## config.mk

```make
export PLATFORM = sky130hd
export DESIGN_NAME = xfer_len_ctrl
export DESIGN_NICKNAME = d
export VERILOG_FILES = /design/src/rtl/xfer_len_pkg.sv /design/src/rtl/xfer_len_calc.sv /design/src/rtl/xfer_chunk_step.sv /design/src/rtl/xfer_len_ctrl.sv
export SDC_FILE = /design/constraint.sdc
export NUM_CORES = 1
export LEC_CHECK = 0
export BUFFER_PORTS_ARGS = -buffer_cell sky130_fd_sc_hd__buf_2
export CELL_PAD_IN_SITES_DETAIL_PLACEMENT = 2
export CELL_PAD_IN_SITES_GLOBAL_PLACEMENT = 2
export CORE_UTILIZATION = 35
export DETAILED_ROUTE_END_ITERATION = 7
export MAX_ROUTING_LAYER = met4
export PLACE_DENSITY_LB_ADDON = 0.1
export RECOVER_POWER = 100
export SYNTH_ARGS = -nofsm -noshare
export SYNTH_HDL_FRONTEND = slang
export SYNTH_SLANG_ARGS = --single-unit
export TNS_END_PERCENT = 1
```

## constraint.sdc

```tcl
create_clock -name clk -period 16.35 [get_ports clk]
set_input_delay 0.8175 -clock clk [delete_from_list [all_inputs] [get_ports clk]]
set_output_delay 0.8175 -clock clk [all_outputs]
set_load 0.02 [all_outputs]
```

## src/rtl/xfer_len_pkg.sv

```systemverilog
package xfer_len_pkg;

    typedef enum logic [2:0] {
        ST_IDLE,
        ST_CMD_GRANT,
        ST_WAIT_DATA,
        ST_DEFER,
        ST_FINISH
    } xfer_state_t;

    localparam logic [7:0] INT_BUS_SERVICE = 8'h10;

endpackage

```

## src/rtl/xfer_len_calc.sv

```systemverilog
module xfer_len_calc #(
    parameter int BYTE_W  = 8,
    parameter int RES_W   = 18,
    parameter int CMD_CAP = 32
) (
    input  logic [BYTE_W-1:0]        cnt_lo,
    input  logic [BYTE_W-1:0]        cnt_mid,
    input  logic                     cmd_phase,
    input  logic signed [RES_W-1:0]  resid_in,
    output logic [2*BYTE_W:0]        len,
    output logic                     to_dev
);
    localparam int CNT_W = 2 * BYTE_W;
    localparam int LEN_W = CNT_W + 1;
    localparam int CMP_W = (LEN_W > RES_W) ? LEN_W : RES_W;

    logic [CNT_W-1:0] raw;
    logic [LEN_W-1:0] count;
    logic [RES_W-1:0] res_u;
    logic [RES_W-1:0] mag;
    logic [CMP_W-1:0] cap_e;
    logic [CMP_W-1:0] cnt_e;
    logic [CMP_W-1:0] len_e;

    always_comb begin
        raw    = {cnt_mid, cnt_lo};
        count  = (raw == '0) ? {1'b1, {CNT_W{1'b0}}} : {1'b0, raw};
        res_u  = resid_in;
        to_dev = res_u[RES_W-1];
        mag    = to_dev ? ({RES_W{1'b0}} - res_u) : res_u;
        cnt_e  = CMP_W'(count);
        cap_e  = cmd_phase ? CMP_W'(CMD_CAP) : CMP_W'(mag);
        len_e  = (cnt_e < cap_e) ? cnt_e : cap_e;
        len    = LEN_W'(len_e);
    end
endmodule

```

## src/rtl/xfer_chunk_step.sv

```systemverilog
module xfer_chunk_step #(
    parameter int LEN_W = 17,
    parameter int RES_W = 18,
    parameter int AVL_W = 17
) (
    input  logic [LEN_W-1:0]        remaining,
    input  logic signed [RES_W-1:0] resid,
    input  logic                    to_dev,
    input  logic [AVL_W-1:0]        avail_len,
    output logic [LEN_W-1:0]        chunk,
    output logic [LEN_W-1:0]        rem_next,
    output logic signed [RES_W-1:0] resid_next,
    output logic                    partial,
    output logic                    rem_empty,
    output logic                    read_done
);
    localparam int CW = (LEN_W > AVL_W) ? LEN_W : AVL_W;

    logic [CW-1:0]           rem_e;
    logic [CW-1:0]           av_e;
    logic [CW-1:0]           chunk_e;
    logic signed [RES_W-1:0] chunk_s;

    always_comb begin
        rem_e      = CW'(remaining);
        av_e       = CW'(avail_len);
        chunk_e    = (rem_e < av_e) ? rem_e : av_e;
        chunk      = LEN_W'(chunk_e);
        partial    = chunk_e < av_e;
        rem_next   = remaining - chunk;
        rem_empty  = (rem_next == '0);
        chunk_s    = signed'(RES_W'(chunk));
        resid_next = to_dev ? (resid + chunk_s) : (resid - chunk_s);
        read_done  = !to_dev && rem_empty &&
                     !resid_next[RES_W-1] && (resid_next != '0);
    end
endmodule

```

## src/rtl/xfer_len_ctrl.sv

```systemverilog
module xfer_len_ctrl
    import xfer_len_pkg::*;
#(
    parameter int BYTE_W  = 8,
    parameter int RES_W   = 18,
    parameter int AVL_W   = 17,
    parameter int CMD_CAP = 32
) (
    input  logic                    clk,
    input  logic                    rst,
    input  logic                    start,
    input  logic                    cmd_phase,
    input  logic [BYTE_W-1:0]       cnt_lo,
    input  logic [BYTE_W-1:0]       cnt_mid,
    input  logic signed [RES_W-1:0] resid_in,
    input  logic                    avail_valid,
    input  logic [AVL_W-1:0]        avail_len,
    output logic                    busy,
    output logic                    chunk_valid,
    output logic [2*BYTE_W:0]       chunk_len,
    output logic [2*BYTE_W:0]       remaining,
    output logic signed [RES_W-1:0] resid_out,
    output logic                    tc,
    output logic                    done,
    output logic                    irq,
    output logic [7:0]              int_code
);
    localparam int LEN_W = 2 * BYTE_W + 1;

    xfer_state_t state_q, state_d;

    logic [LEN_W-1:0]        load_len;
    logic                    load_to_dev;
    logic                    to_dev_q;
    logic [LEN_W-1:0]        step_chunk;
    logic [LEN_W-1:0]        step_rem;
    logic signed [RES_W-1:0] step_resid;
    logic                    step_partial;
    logic                    step_empty;
    logic                    step_read_done;

    xfer_len_calc #(
        .BYTE_W (BYTE_W),
        .RES_W  (RES_W),
        .CMD_CAP(CMD_CAP)
    ) u_calc (
        .cnt_lo   (cnt_lo),
        .cnt_mid  (cnt_mid),
        .cmd_phase(cmd_phase),
        .resid_in (resid_in),
        .len      (load_len),
        .to_dev   (load_to_dev)
    );

    xfer_chunk_step #(
        .LEN_W(LEN_W),
        .RES_W(RES_W),
        .AVL_W(AVL_W)
    ) u_step (
        .remaining (remaining),
        .resid     (resid_out),
        .to_dev    (to_dev_q),
        .avail_len (avail_len),
        .chunk     (step_chunk),
        .rem_next  (step_rem),
        .resid_next(step_resid),
        .partial   (step_partial),
        .rem_empty (step_empty),
        .read_done (step_read_done)
    );

    // state register
    always_ff @(posedge clk) begin
        if (rst) state_q <= ST_IDLE;
        else     state_q <= state_d;
    end

    // next-state decision
    always_comb begin
        state_d = state_q;
        unique case (state_q)
            ST_IDLE: begin
                if (start) state_d = cmd_phase ? ST_CMD_GRANT : ST_WAIT_DATA;
            end
            ST_CMD_GRANT: state_d = ST_FINISH;
            ST_WAIT_DATA: begin
                if (avail_valid) begin
                    if (step_partial || step_read_done) state_d = ST_FINISH;
                    else if (!step_empty)               state_d = ST_WAIT_DATA;
                    else                                state_d = ST_DEFER;
                end
            end
            ST_DEFER: begin
                if (avail_valid) state_d = ST_FINISH;
            end
            ST_FINISH: state_d = ST_IDLE;
            default:   state_d = ST_IDLE;
        endcase
    end

    // outputs decoded from state
    always_comb begin
        busy        = 1'b1;
        chunk_valid = 1'b0;
        chunk_len   = '0;
        done        = 1'b0;
        unique case (state_q)
            ST_IDLE: busy = 1'b0;
            ST_CMD_GRANT: begin
                chunk_valid = 1'b1;
                chunk_len   = remaining;
            end
            ST_WAIT_DATA: begin
                chunk_valid = avail_valid;
                chunk_len   = avail_valid ? step_chunk : '0;
            end
            ST_DEFER:  ;
            ST_FINISH: done = 1'b1;
            default:   busy = 1'b0;
        endcase
    end

    // length, residual and status registers
    always_ff @(posedge clk) begin
        if (rst) begin
            remaining <= '0;
            resid_out <= '0;
            to_dev_q  <= 1'b0;
            tc        <= 1'b0;
            irq       <= 1'b0;
            int_code  <= '0;
        end else begin
            unique case (state_q)
                ST_IDLE: begin
                    if (start) begin
                        remaining <= load_len;
                        resid_out <= resid_in;
                        to_dev_q  <= load_to_dev;
                        tc        <= 1'b0;
                        irq       <= 1'b0;
                        int_code  <= '0;
                    end
                end
                ST_CMD_GRANT: begin
                    remaining <= '0;
                    resid_out <= '0;
                end
                ST_WAIT_DATA: begin
                    if (avail_valid) begin
                        remaining <= step_rem;
                        resid_out <= step_resid;
                    end
                end
                ST_DEFER: ;
                ST_FINISH: begin
                    tc       <= 1'b1;
                    irq      <= 1'b1;
                    int_code <= INT_BUS_SERVICE;
                end
                default: ;
            endcase
        end
    end
endmodule

```

* Word level (Yosys, flattened, before mapping)
Index checks and enable logic that the tools add are counted.
Word-level totals: register bits after elaboration 48, RAM bits 0, bits in latches 0, input bits 56, output and inout bits 65, memories 0, ROM bits 0, logic and storage cells 65
Cells by class: div/mod/pow operators 0, shift-type cells 0, equality and inequality tests 7, $add $sub $neg 4, reductions and logical operators 17, bitwise operators 0, $lt $le $gt $ge 3, $mul 0, multiplexer cells 28
Operator list (count):
- $mux W17 | 6
- $mux W18 | 5
- $pmux W18 S3 | 1
- $pmux W17 S3 | 1
- $lt A17 B17 Y1 | 2
- $pmux W17 S2 | 1
- $add A18 B18 Y18 | 1
- $lt A17 B18 Y1 | 1
- $reduce_bool A18 Y1 | 1
- $sub A1 B18 Y18 const A | 1
- $sub A18 B18 Y18 | 1
- $logic_not A17 Y1 | 1
- $sub A17 B17 Y17 | 1
- $logic_not A16 Y1 | 1
- $pmux W8 S2 | 1
- $mux W3 | 4
- $pmux W3 S4 | 1
- $mux W8 | 1
- $eq A3 B2 Y1 const B | 2
- $ne A2 B2 Y1 const B | 3
- $reduce_and A3 Y1 | 2
- $mux W1 | 4
- $pmux W1 S2 | 2
- $reduce_and A2 Y1 | 2
- other kinds (10) | 13

* Depth between registers and ports, before layout
Gate-level depths: netlist (run 1).
depth after elaboration 11, mapped depth 29, mapped depth without buffers 25

* Hierarchy
A second synthesis (run 1) with hierarchy kept.
Second synthesis, totals: cell total of the unflattened synthesis 845, area, all modules 6507.5 um^2
Modules (own cells, without submodules):
- xfer_chunk_step | cells each 455, area each 3200.6 um^2, instances 1, seq. area each 0.0 um^2
- xfer_len_ctrl | cells each 222, area each 2075.7 um^2, instances 1, seq. area each 800.8 um^2
- xfer_len_calc | cells each 168, area each 1231.2 um^2, instances 1, seq. area each 0.0 um^2

* Least setup slack after synthesis (run 1)
No wires, ideal clock.
path type input-to-reg, start in avail_len[16], end reg state_q[1], path buffers 4, setup slack 10.425 ns, stages 28, required time 16.236 ns, data arrival time 5.811 ns, cell sequence inv_1 > ha_1 > nand4_1 > nor3_1 > o21ai_0 > nand4_1 > buf_2 > buf_2 > buf_2 > buf_2 > mux2i_1 > ha_1 > and3_1 > nand2_1 > nor3_1 > nor2_1 > xnor2_1 > ha_1 > nand2_1 > o21ai_0 > nor3_1 > a21oi_1 > mux2i_1 > nor3_1 > a41oi_1 > o211a_1 > nand4_1 > a21o_1
On the way: longest elaborated chain between the ends 11, elaborated cells between the ends (all ways) 17, those cells by class add/sub (3); order compare (2); mux (5); reduce/logical (7)
RTL lines:
- start, declared | RTL line xfer_len_ctrl.sv:17 | input logic [AVL_W-1:0] avail_len,
- $lt A17 B17 Y1 | RTL line xfer_chunk_step.sv:27 | chunk_e = (rem_e < av_e) ? rem_e : av_e;
- $mux W17 | RTL line xfer_chunk_step.sv:27
- $sub A17 B17 Y17 (tied with other cells) | RTL line xfer_chunk_step.sv:30 | rem_next = remaining - chunk;
- $logic_not A17 Y1 or $mux W18 (tied branches) | RTL line xfer_chunk_step.sv:31, xfer_chunk_step.sv:33
- $logic_and A1 B1 Y1 or $logic_not A1 Y1 (tied branches) | RTL line xfer_chunk_step.sv:34, xfer_chunk_step.sv:35
- $logic_and A1 B1 Y1 | RTL line xfer_chunk_step.sv:34 | read_done = !to_dev && rem_empty &&
- $logic_and A1 B1 Y1 | RTL line xfer_chunk_step.sv:35 | !resid_next[RES_W-1] && (resid_next != '0);
- $logic_or A1 B1 Y1 (*) | RTL line xfer_len_ctrl.sv:88 | if (step_partial || step_read_done) state_d = ST_FINISH;
- $mux W3 (*) | RTL line xfer_len_ctrl.sv:88
- $mux W3 (*) | RTL line xfer_len_ctrl.sv:87 | if (avail_valid) begin
- $pmux W3 S4 (*) | RTL line xfer_len_ctrl.sv:81 | unique case (state_q)
- end signal, assigned | RTL line xfer_len_ctrl.sv:75 | else state_q <= state_d;
- end, declared | RTL line xfer_len_ctrl.sv:30 | xfer_state_t state_q, state_d;
Mark *: on every way between the ends. The rest lies on a longest branch, timed or not. The select of a mux whose other input is x is not followed. A chain may end at the register's enable or synchronous reset.

* Final worst setup path (run 1)
Same ends and word-level chain as after synthesis.

==> run_results.csv, run 1 <==
group,metric,value,unit
critical_path,cp_slowest_stage_delay,1710,ps
die,die_x,142,um
power,power_per_cell_area,209,mW/mm^2
synth,syn-cell-area,0.00690,mm^2
sta,max_freq,0.124,GHz
die,dieArea,0.0203,mm^2
global_routing,grt_pass1_vias,7843,
finish,n_antenna_cell,0,
synth,synth_top_area_share,15.4,%
critical_path,crit_required,16540,ps
global_routing,grt-ovfl-total,0,
global_routing,grt_first_pass_wirelength,46000,um
synth,yosysSeqAreaShare,11.6,%
synth,synthFlopType,"dfxtp_1",
synth,syn_avg_cell_area,7.14,um^2
die,initial_core_util,36.3,%
outcome,violations,"capacitance limit, slew limit",
route,drc,0,
route,vias_per_cell,5.93,
power,switchingPower,0.930,mW
die,fp.dieH,142,um
power,power_frac_clock,7.4,%
critical_path,crit_arrival,8220,ps
power,sequentialPowerShare,11.1,%
clocking,htreeDepth,2,
critical_path,critPathMaxFanout,41,
critical_path,worstSetupPathType,"in -> reg",
route,dr.pass1.iters,4,
finish,seqCellArea,801,um^2
sta,tightest_slew,2330,ps
power,p_comb_share,81.5,%
sta,max_slew_margin,-55.2,%
outcome,status,"finished, violations left",
critical_path,crit_buf_inv,3,
power,ir_drop,0.0832,mV
synth,yosysUniqueCellTypes,82,
sta,report.final.hold_viol_count,0,
critical_path,cp-end-kind,"register",
hold_path,hp-class,"reg -> reg",
power,p_leak,3.28,nW
place,globalplace.congestion,0.883,
clocking,cts_tree,"yes",
sta,rsz0062_at_grt,"no",
synth,synthArstFlopShare,0,%
critical_path,critical_path.top_delay_family,"simple AND/OR/NAND/NOR gates",
critical_path,r2r_start,"remaining[4]",
global_routing,grt_max_degree,44,
place,dpl.hpwl,24400,um
synth,yosys.area.top_type,"ha_1",
sta,period_share,49.2,%
sta,fin_setup_tns,0,ps
die,ios,121,
clocking,clk_path_buf_depth,2,
route,vias,7684,
synth,synth_warnings,0,
sta,holdWs,529,ps
die,rows,50,
critical_path,crit_start,"avail_len[16]",
route,drtIter0Drc,351,
synth,synth_edf_count,0,
critical_path,rrSetupSlack,8560,ps
finish,multi_input_area,0.00552,mm^2
critical_path,crit_slowest_cell,"clkbuf_1",
finish,fill_cells,2430,
power,swShare,58.6,%
route,drt_wl_total,29900,um
sta,setup_viol,0,
synth,synthTopCellsByArea,"ha_1 (15%), dfxtp_1 (12%), nor2_1 (5.8%)",
critical_path,cp-start-kind,"input pin",
clocking,cts_root_buf,"clkbuf_16",
synth,synth_most_common_cell,"nor2_1",
synth,synth_seq_cells,40,
synth,netlist_instances,966,
global_routing,antenna_found_initial,0,
hold_path,worstHoldStart,"resid_out[13]",
sta,slew_viol_final,83,
finish,area_delta_synth_final,10.1,%
place,io_buffers,113,
finish,drive_above_1_share,10.3,%
route,ant_nets,0,
clocking,ctsHoldBuffers,0,
finish,nets,1176,
clocking,post_cts_resized,0,
clocking,clk_latency,290,ps
clocking,cts_setup_buffers,0,
global_routing,grt_usage,30.5,%
job,maxCapViolations,2,
route,wire_per_inst,23.1,um
power,p_int,0.657,mW
sta,final.min_clock_period,8040,ps
synth,synthTopCellsByCount,"nor2_1 (106), ha_1 (85), nand2_1 (79)",
die,coreArea,0.0190,mm^2
sta,finClkSkew,7.20,ps
clocking,clk_pin_slew,70,ps
clocking,numCtsBuffers,5,
clocking,clock-sinks,40,
power by group through the flow:
stage               Sequential, mW  Clock (mW)  Combinational (mW)
floorplan                    0.183           0               0.880
global route                 0.179       0.121                1.41
CTS                          0.175       0.119                1.29
detailed placement           0.177           0                1.28
finish                       0.177       0.117                1.29
global placement             0.176           0                1.24
cell type report:
class,instances,share of cell area [%]
Inverter,61,3.01
Multi-Input combinational cell,803,72.6
Timing Repair Buffer,123,7.36
Clock inverter,3,0.560
Tap cell,260,4.28
Sequential cell,40,10.5
Clock buffer,5,1.65
state kept, by name, summed over array words and instances, names as in the netlist:
| name | cells |
|---|---|
| resid_out | 18 |
| remaining | 17 |
| state_q | 3 |
| to_dev_q | 1 |
| int_code | 1 |
cell families after synthesis:
kind of cell / after synthesis / share of synthesized area [%]
and+or+nand+nor: 351 / 25.1
adders and majority gates: 86 / 15.7
AOI/OAI and AO/OA: 271 / 26.6
buffers and inverters: 129 / 8.96
xor gates and xnor gates: 51 / 6.47
other: 1 / 0.0544
DFF: 40 / 11.6
muxes: 37 / 5.46
cell usage in the layout (no fill, tap or decap), types with 11 or more instances in the layout:
cell type / n
a211oi_1: 11
a21o_1: 13
a21oi_1: 65
a221oi_1: 22
buf_2: 57
clkbuf_1: 59
dfxtp_1: 40
ha_1: 85
inv_1: 61
mux2i_1: 32
nand2_1: 79
nand2b_1: 15
nand3_1: 18
nand4_1: 12
nor2_1: 106
nor2b_1: 11
nor3_1: 41
nor4_1: 12
o21ai_0: 66
xnor2_1: 36
xor2_1: 15
tightest hold or removal path, cell delays in order (launching register included):
cell     delay, ps
dfxtp_1        330
nor2_1         100
nor3_1          50
final timing paths:
check	to	cells after the start
worst min-delay path	resid_out[13]	2
worst max register to register	state_q[1]	23
worst min register to register	resid_out[13]	2
worst max-delay path	state_q[1]	25
metrics by stage:
| stage | total power [mW] | cells | worst slack (ps) | cell area (um^2) | util [%] |
|---|---|---|---|---|---|
| 2_1_floorplan | 1.06 | 972 | 10420 | 6920 | - |
| 3_3_place_gp | 1.42 | 1287 | 9740 | 7520 | 39.5 |
| 3_5_place_dp | 1.45 | 1287 | 9500 | 7520 | 39.5 |
| 4_1_cts | 1.58 | 1295 | 9740 | 7680 | 40.4 |
| 5_1_grt | 1.71 | 1295 | 7790 | 7600 | 39.9 |
| 6_report | 1.59 | 1295 | 8310 | 7600 | 39.9 |
per-layer routing:
layer | share of wire [%] | track usage, % | wire length [um] | vias to the layer above
li1 | - | - | - | 3646
met1 | 48 | 40.5 | 14300 | 3837
met2 | 48 | 51.0 | 14200 | 170
met3 | 2.9 | 1.51 | 856 | 31
met4 | 1.7 | 6.56 | 519 | 0
met5 | 0 | - | 0 | -
Power figures use the tool's default switching activity.
==> inputs of run 2 (changes only) <==
--- a/config.mk
+++ b/config.mk
@@ -8,7 +8,7 @@
 export BUFFER_PORTS_ARGS = -buffer_cell sky130_fd_sc_hd__buf_2
 export CELL_PAD_IN_SITES_DETAIL_PLACEMENT = 2
 export CELL_PAD_IN_SITES_GLOBAL_PLACEMENT = 2
-export CORE_UTILIZATION = 35
+export CORE_UTILIZATION = 29
 export DETAILED_ROUTE_END_ITERATION = 7
 export MAX_ROUTING_LAYER = met4
 export PLACE_DENSITY_LB_ADDON = 0.1
==> constraint.sdc (replaced) <==
create_clock -name clk -period 6.9 [get_ports clk]
set_input_delay 0.345 -clock clk [delete_from_list [all_inputs] [get_ports clk]]
set_output_delay 0.345 -clock clk [all_outputs]
set_load 0.02 [all_outputs]
==> run_results.csv, run 2 (same netlist as run 1, synthesis figures left out) <==
group,metric,value,unit
global_routing,use_met1,32.3,%
critical_path,timing.rr.end,"state_q[1]",
die,die_x,156,um
finish,final_common_cell,"nor2_1",
die,ios,121,
place,dpl_cell_area,0.00769,mm^2
route,drc,0,
critical_path,crit_arrival,6130,ps
global_routing,grt-ovfl-total,0,
sta,finClkSkew,8.79,ps
critical_path,cp-end-kind,"register",
finish,area_delta_synth_final,12.0,%
sta,setup_viol,0,
global_routing,grt_max_degree,41,
place,io_buffers,113,
die,coreArea,0.0234,mm^2
route,wire_per_inst,22.1,um
finish,largest_reg_flops,18,
sta,holdWs,396,ps
clocking,cts_tree,"yes",
clocking,clk_latency,310,ps
finish,post_layout_nonfiller_instances,1367,
critical_path,cp-start-kind,"register",
global_routing,grt_most_used_layer,"met2",
critical_path,critPathMaxFanout,32,
finish,nets,1189,
clocking,cts_root_buf,"clkbuf_16",
die,dieArea,0.0244,mm^2
finish,fill_cells,2903,
sta,rsz0062_at_grt,"no",
hold_path,worstHoldEndpoint,"resid_out[4]",
finish,top_register,"resid_out",
global_routing,grt_pass1_vias,7902,
clocking,numCtsBuffers,5,
job,maxCapViolations,0,
hold_path,hold_depth,3,
clocking,post_cts_resized,0,
route,ant_nets,0,
power,ir_drop,0.164,mV
critical_path,crit_required,7100,ps
place,dp_cells,1359,
global_routing,met2_usage,45.5,%
hold_path,hp-class,"in -> reg",
finish,drive_above_1_share,11.6,%
finish,final_cell_mix,"nor2_1 (106), ha_1 (85), nand2_1 (79)",
route,dr.pass1.iters,4,
finish,reg_top3,"resid_out x18, remaining x17, state_q x3",
global_routing,grt_usage,26.0,%
finish,n_antenna_cell,0,
global_routing,antenna_found_initial,0,
clocking,clk_pin_slew,70,ps
power,p_leak,3.35,nW
sta,slew_viol_final,0,
sta,max_freq,0.169,GHz
sta,max_slew_margin,27.0,%
die,initial_core_util,29.5,%
clocking,cts_setup_buffers,0,
sta,final.min_clock_period,5930,ps
route,drtIter0Drc,299,
die,rows,56,
route,vias,7605,
outcome,status,"finished, final reports clean",
global_routing,grt_first_pass_wirelength,46900,um
clocking,clock-sinks,40,
sta,tightest_slew,1090,ps
global_routing,gr-usage-met3,1.74,%
power,power_per_cell_area,481,mW/mm^2
clocking,htreeDepth,2,
critical_path,worstSetupPathType,"reg -> reg",
route,drt_wl_total,30200,um
place,globalplace.congestion,0.918,
critical_path,reg2reg_depth,25,
sta,fin_setup_tns,0,ps
place,dpl.hpwl,25300,um
critical_path,r2r_start,"remaining[14]",
critical_path,rrSetupSlack,970,ps
clocking,clk_path_buf_depth,2,
sta,report.final.hold_viol_count,0,
sta,period_share,85.9,%
clocking,ctsHoldBuffers,0,
die,fp.dieH,156,um
hold_path,worstHoldStart,"resid_in[4]",
finish,finalInstanceArea,0.00772,mm^2
route,vias_per_cell,5.56,
-- run 2: changes by cell type in the layout (fill, tap and decap cells not counted) --
cell	delta
buf_2	+7
clkinv_4	+1
clkbuf_1	-3
clkinv_2	+1
clkinvlp_4	-1
bufinv_16	-1
nor4_4	-1
buf_4	+9
and2_0	-1
nor4_1	+1
and2_1	+1
-- run 2: area by class of cell --
class / instances / area [um^2] / area share [%]
multi-input combinational: 803 / 5500 / 71.2
timing repair buffer: 136 / 651 / 8.42
clock inverter: 3 / 18.8 / 0.243
sequential: 40 / 801 / 10.4
tap: 319 / 399 / 5.17
clock buffer: 5 / 125 / 1.62
inverter: 61 / 229 / 2.96
-- run 2: worst max path at each step --
stage	slack [ps]	from	end
floorplan	1370	remaining[14]	state_q[1]
global placement	1030	avail_len[16]	state_q[1]
detailed placement	900	avail_len[16]	state_q[1]
CTS	920	remaining[4]	state_q[1]
global route	390	remaining[4]	state_q[1]
finish	970	remaining[14]	state_q[1]
-- run 2: per-stage QoR --
stage                     utilization (%)  worst slack, ps  power (mW)
final                                33.0              974        3.72
after global placement               32.8             1030        3.46
after global routing                 33.0              386        4.06
after CTS                            33.5              920        3.76
after detailed placement             32.8              898        3.48
after floorplan                         -             1370        2.52
-- run 2: routing by layer --
layer	wire length [um]	vias up
li1	-	3669
met1	14100	3777
met2	14800	133
met3	712	26
met4	663	0
met5	0	-
-- run 2: power by group --
| group | total [mW] | switching, mW | internal [mW] | leakage [nW] |
|---|---|---|---|---|
| Sequential | 0.380 | 0.0862 | 0.293 | 0.331 |
| Combinational | 3.09 | 1.98 | 1.11 | 2.94 |
| Clock | 0.249 | 0.115 | 0.134 | 0.0736 |
-- run 2: critical path, stage by stage (launching register included) --
cell	delay (ps)
dfxtp_1	300
buf_4	160
ha_1	300
nand4_1	180
nor3_1	220
o21ai_0	120
nand4_1	120
buf_4	380
mux2i_1	420
ha_1	230
and3_1	250
nand2_1	90
nor3_1	450
nor2_1	110
xnor2_1	170
ha_1	410
nand2_1	90
o21ai_0	330
nor3_1	80
a21oi_1	290
mux2i_1	250
nor3_1	80
a41oi_1	250
o211a_1	180
nand4_1	120
a21o_1	220
==> inputs of run 3 (changes only) <==
--- a/config.mk
+++ b/config.mk
@@ -10,6 +10,7 @@
 export CELL_PAD_IN_SITES_GLOBAL_PLACEMENT = 2
 export CORE_UTILIZATION = 29
 export DETAILED_ROUTE_END_ITERATION = 7
+export GPL_TIMING_DRIVEN = 0
 export MAX_ROUTING_LAYER = met4
 export PLACE_DENSITY_LB_ADDON = 0.1
 export RECOVER_POWER = 100
==> run_results.csv, run 3 (same netlist as run 1, synthesis figures left out) <==
group,metric,value,unit
finish,final_common_cell,"nor2_1",
clocking,cts_root_buf,"clkbuf_16",
finish,final_cell_mix,"nor2_1 (106), clkbuf_1 (89), ha_1 (84)",
critical_path,crit_required,7080,ps
clocking,numCtsBuffers,5,
critical_path,critPathMaxFanout,10,
hold_path,hp-class,"in -> reg",
finish,area_delta_synth_final,17.4,%
route,dr.pass1.iters,4,
power,ir_drop,0.248,mV
global_routing,antenna_found_initial,0,
sta,report.final.hold_viol_count,0,
finish,drive_above_1_share,13.4,%
sta,max_slew_margin,12.9,%
sta,holdWs,365,ps
critical_path,cp-end-kind,"register",
power,p_leak,3.50,nW
finish,reg_top3,"resid_out x18, remaining x17, state_q x3",
finish,largest_reg_flops,18,
clocking,cts_tree,"yes",
sta,tightest_slew,1300,ps
route,vias_per_cell,5.58,
die,die_x,156,um
die,coreArea,0.0234,mm^2
sta,setup_viol,0,
route,drc,0,
clocking,clk_latency,300,ps
sta,final.min_clock_period,6570,ps
finish,post_layout_nonfiller_instances,1410,
place,dpl.hpwl,26800,um
global_routing,grt_max_degree,15,
global_routing,grt-ovfl-total,0,
die,initial_core_util,29.5,%
job,maxCapViolations,0,
critical_path,worstSetupPathType,"reg -> reg",
place,globalplace.congestion,0.903,
place,dp_cells,1403,
sta,slew_viol_final,0,
outcome,status,"finished, final reports clean",
place,io_buffers,112,
hold_path,hold_depth,3,
global_routing,grt_pass1_vias,7986,
die,ios,121,
power,power_per_cell_area,483,mW/mm^2
sta,max_freq,0.152,GHz
clocking,clk_pin_slew,70,ps
clocking,clk_path_buf_depth,2,
clocking,clock-sinks,40,
finish,n_antenna_cell,0,
sta,finClkSkew,6.25,ps
critical_path,reg2reg_depth,26,
clocking,ctsHoldBuffers,0,
finish,nets,1232,
sta,setup_slack,333,ps
critical_path,cp-start-kind,"register",
route,drtIter0Drc,319,
route,vias,7866,
route,ant_nets,0,
route,drt_wl_total,32200,um
sta,period_share,95.2,%
die,fp.dieH,156,um
global_routing,grt_usage,27.2,%
global_routing,grt_first_pass_wirelength,48700,um
critical_path,rrSetupSlack,330,ps
sta,rsz0062_at_grt,"no",
critical_path,crit_arrival,6750,ps
clocking,cts_setup_buffers,0,
place,post-place-ws,-839,ps
route,wire_per_inst,22.8,um
power,report.power.total,3.91,mW
die,dieArea,0.0244,mm^2
clocking,htreeDepth,2,
die,rows,56,
finish,top_register,"resid_out",
## run 3: cell types whose count changed in the layout (fill, tap and decap cells not counted), moves of 4 or more
cell	delta
xnor2_2	+4
clkbuf_1	+33
xnor2_1	-4
a21oi_2	+4
buf_4	-4
clkbuf_8	+7
## run 3: stage by stage
| stage | util [%] | area [um^2] | TNS [ps] |
|---|---|---|---|
| 6_report | 34.6 | 8100 | 0 |
| 5_1_grt | 34.6 | 8100 | 0 |
| 4_1_cts | 34.6 | 8100 | 0 |
| 3_5_place_dp | 33.7 | 7880 | -4230 |
| 3_3_place_gp | 33.7 | 7880 | -3400 |
| 2_1_floorplan | - | 6920 | 0 |
## run 3: worst max-delay path, cell delays in order (launching register included)
cell	delay, ps
dfxtp_1	620
ha_1	320
nand4_1	190
o22ai_1	110
nor2_1	290
nand4_1	240
buf_4	270
buf_4	200
buf_4	210
clkbuf_4	220
nor2_1	150
a21oi_2	70
ha_1	280
nor2_1	40
a21oi_1	350
inv_1	110
fa_1	440
nand2b_1	200
a21oi_1	210
mux2i_1	130
or4_1	580
a2111o_1	360
nor4_1	240
a41oi_1	220
o211a_1	160
nand4_1	120
a21oi_1	80
## run 3: final timing paths
kind | endpoint | from
worst min register to register | resid_out[9] | resid_out[9]
worst min-delay path | state_q[2] | rst
worst max register to register | state_q[2] | remaining[13]
worst max-delay path | state_q[2] | remaining[13]
## run 3: layer usage
metal	track usage, %	part of all wire (%)	vias to the layer above
met2	46.3	48	117
met1	35.4	48	3952
met3	1.72	2.1	30
met5	-	0	-
met4	5.46	1.7	0
li1	-	-	3767
## run 3: repair_timing
action | 4_1_cts | 5_1_grt
resized for setup | 14 | 18
pin swaps | 0 | 2
endpoints found under the setup margin | 9 | 4
## run 3: report_power, final
part           internal, mW  switching, mW  leakage (nW)
Combinational          1.15           2.04          3.09
Sequential            0.295          0.137         0.332
Clock                 0.172          0.117        0.0804
Total                  1.62           2.30          3.50
## run 3: area by class of cell
cell class,count,area [um^2]
Clock buffer,5,125
Inverter,61,229
Tap cell,319,399
Clock inverter,3,46.3
Buffer,67,395
Fill cell,2915,15300
Multi-Input combinational cell,803,5600
Timing Repair Buffer,112,500
Sequential cell,40,805
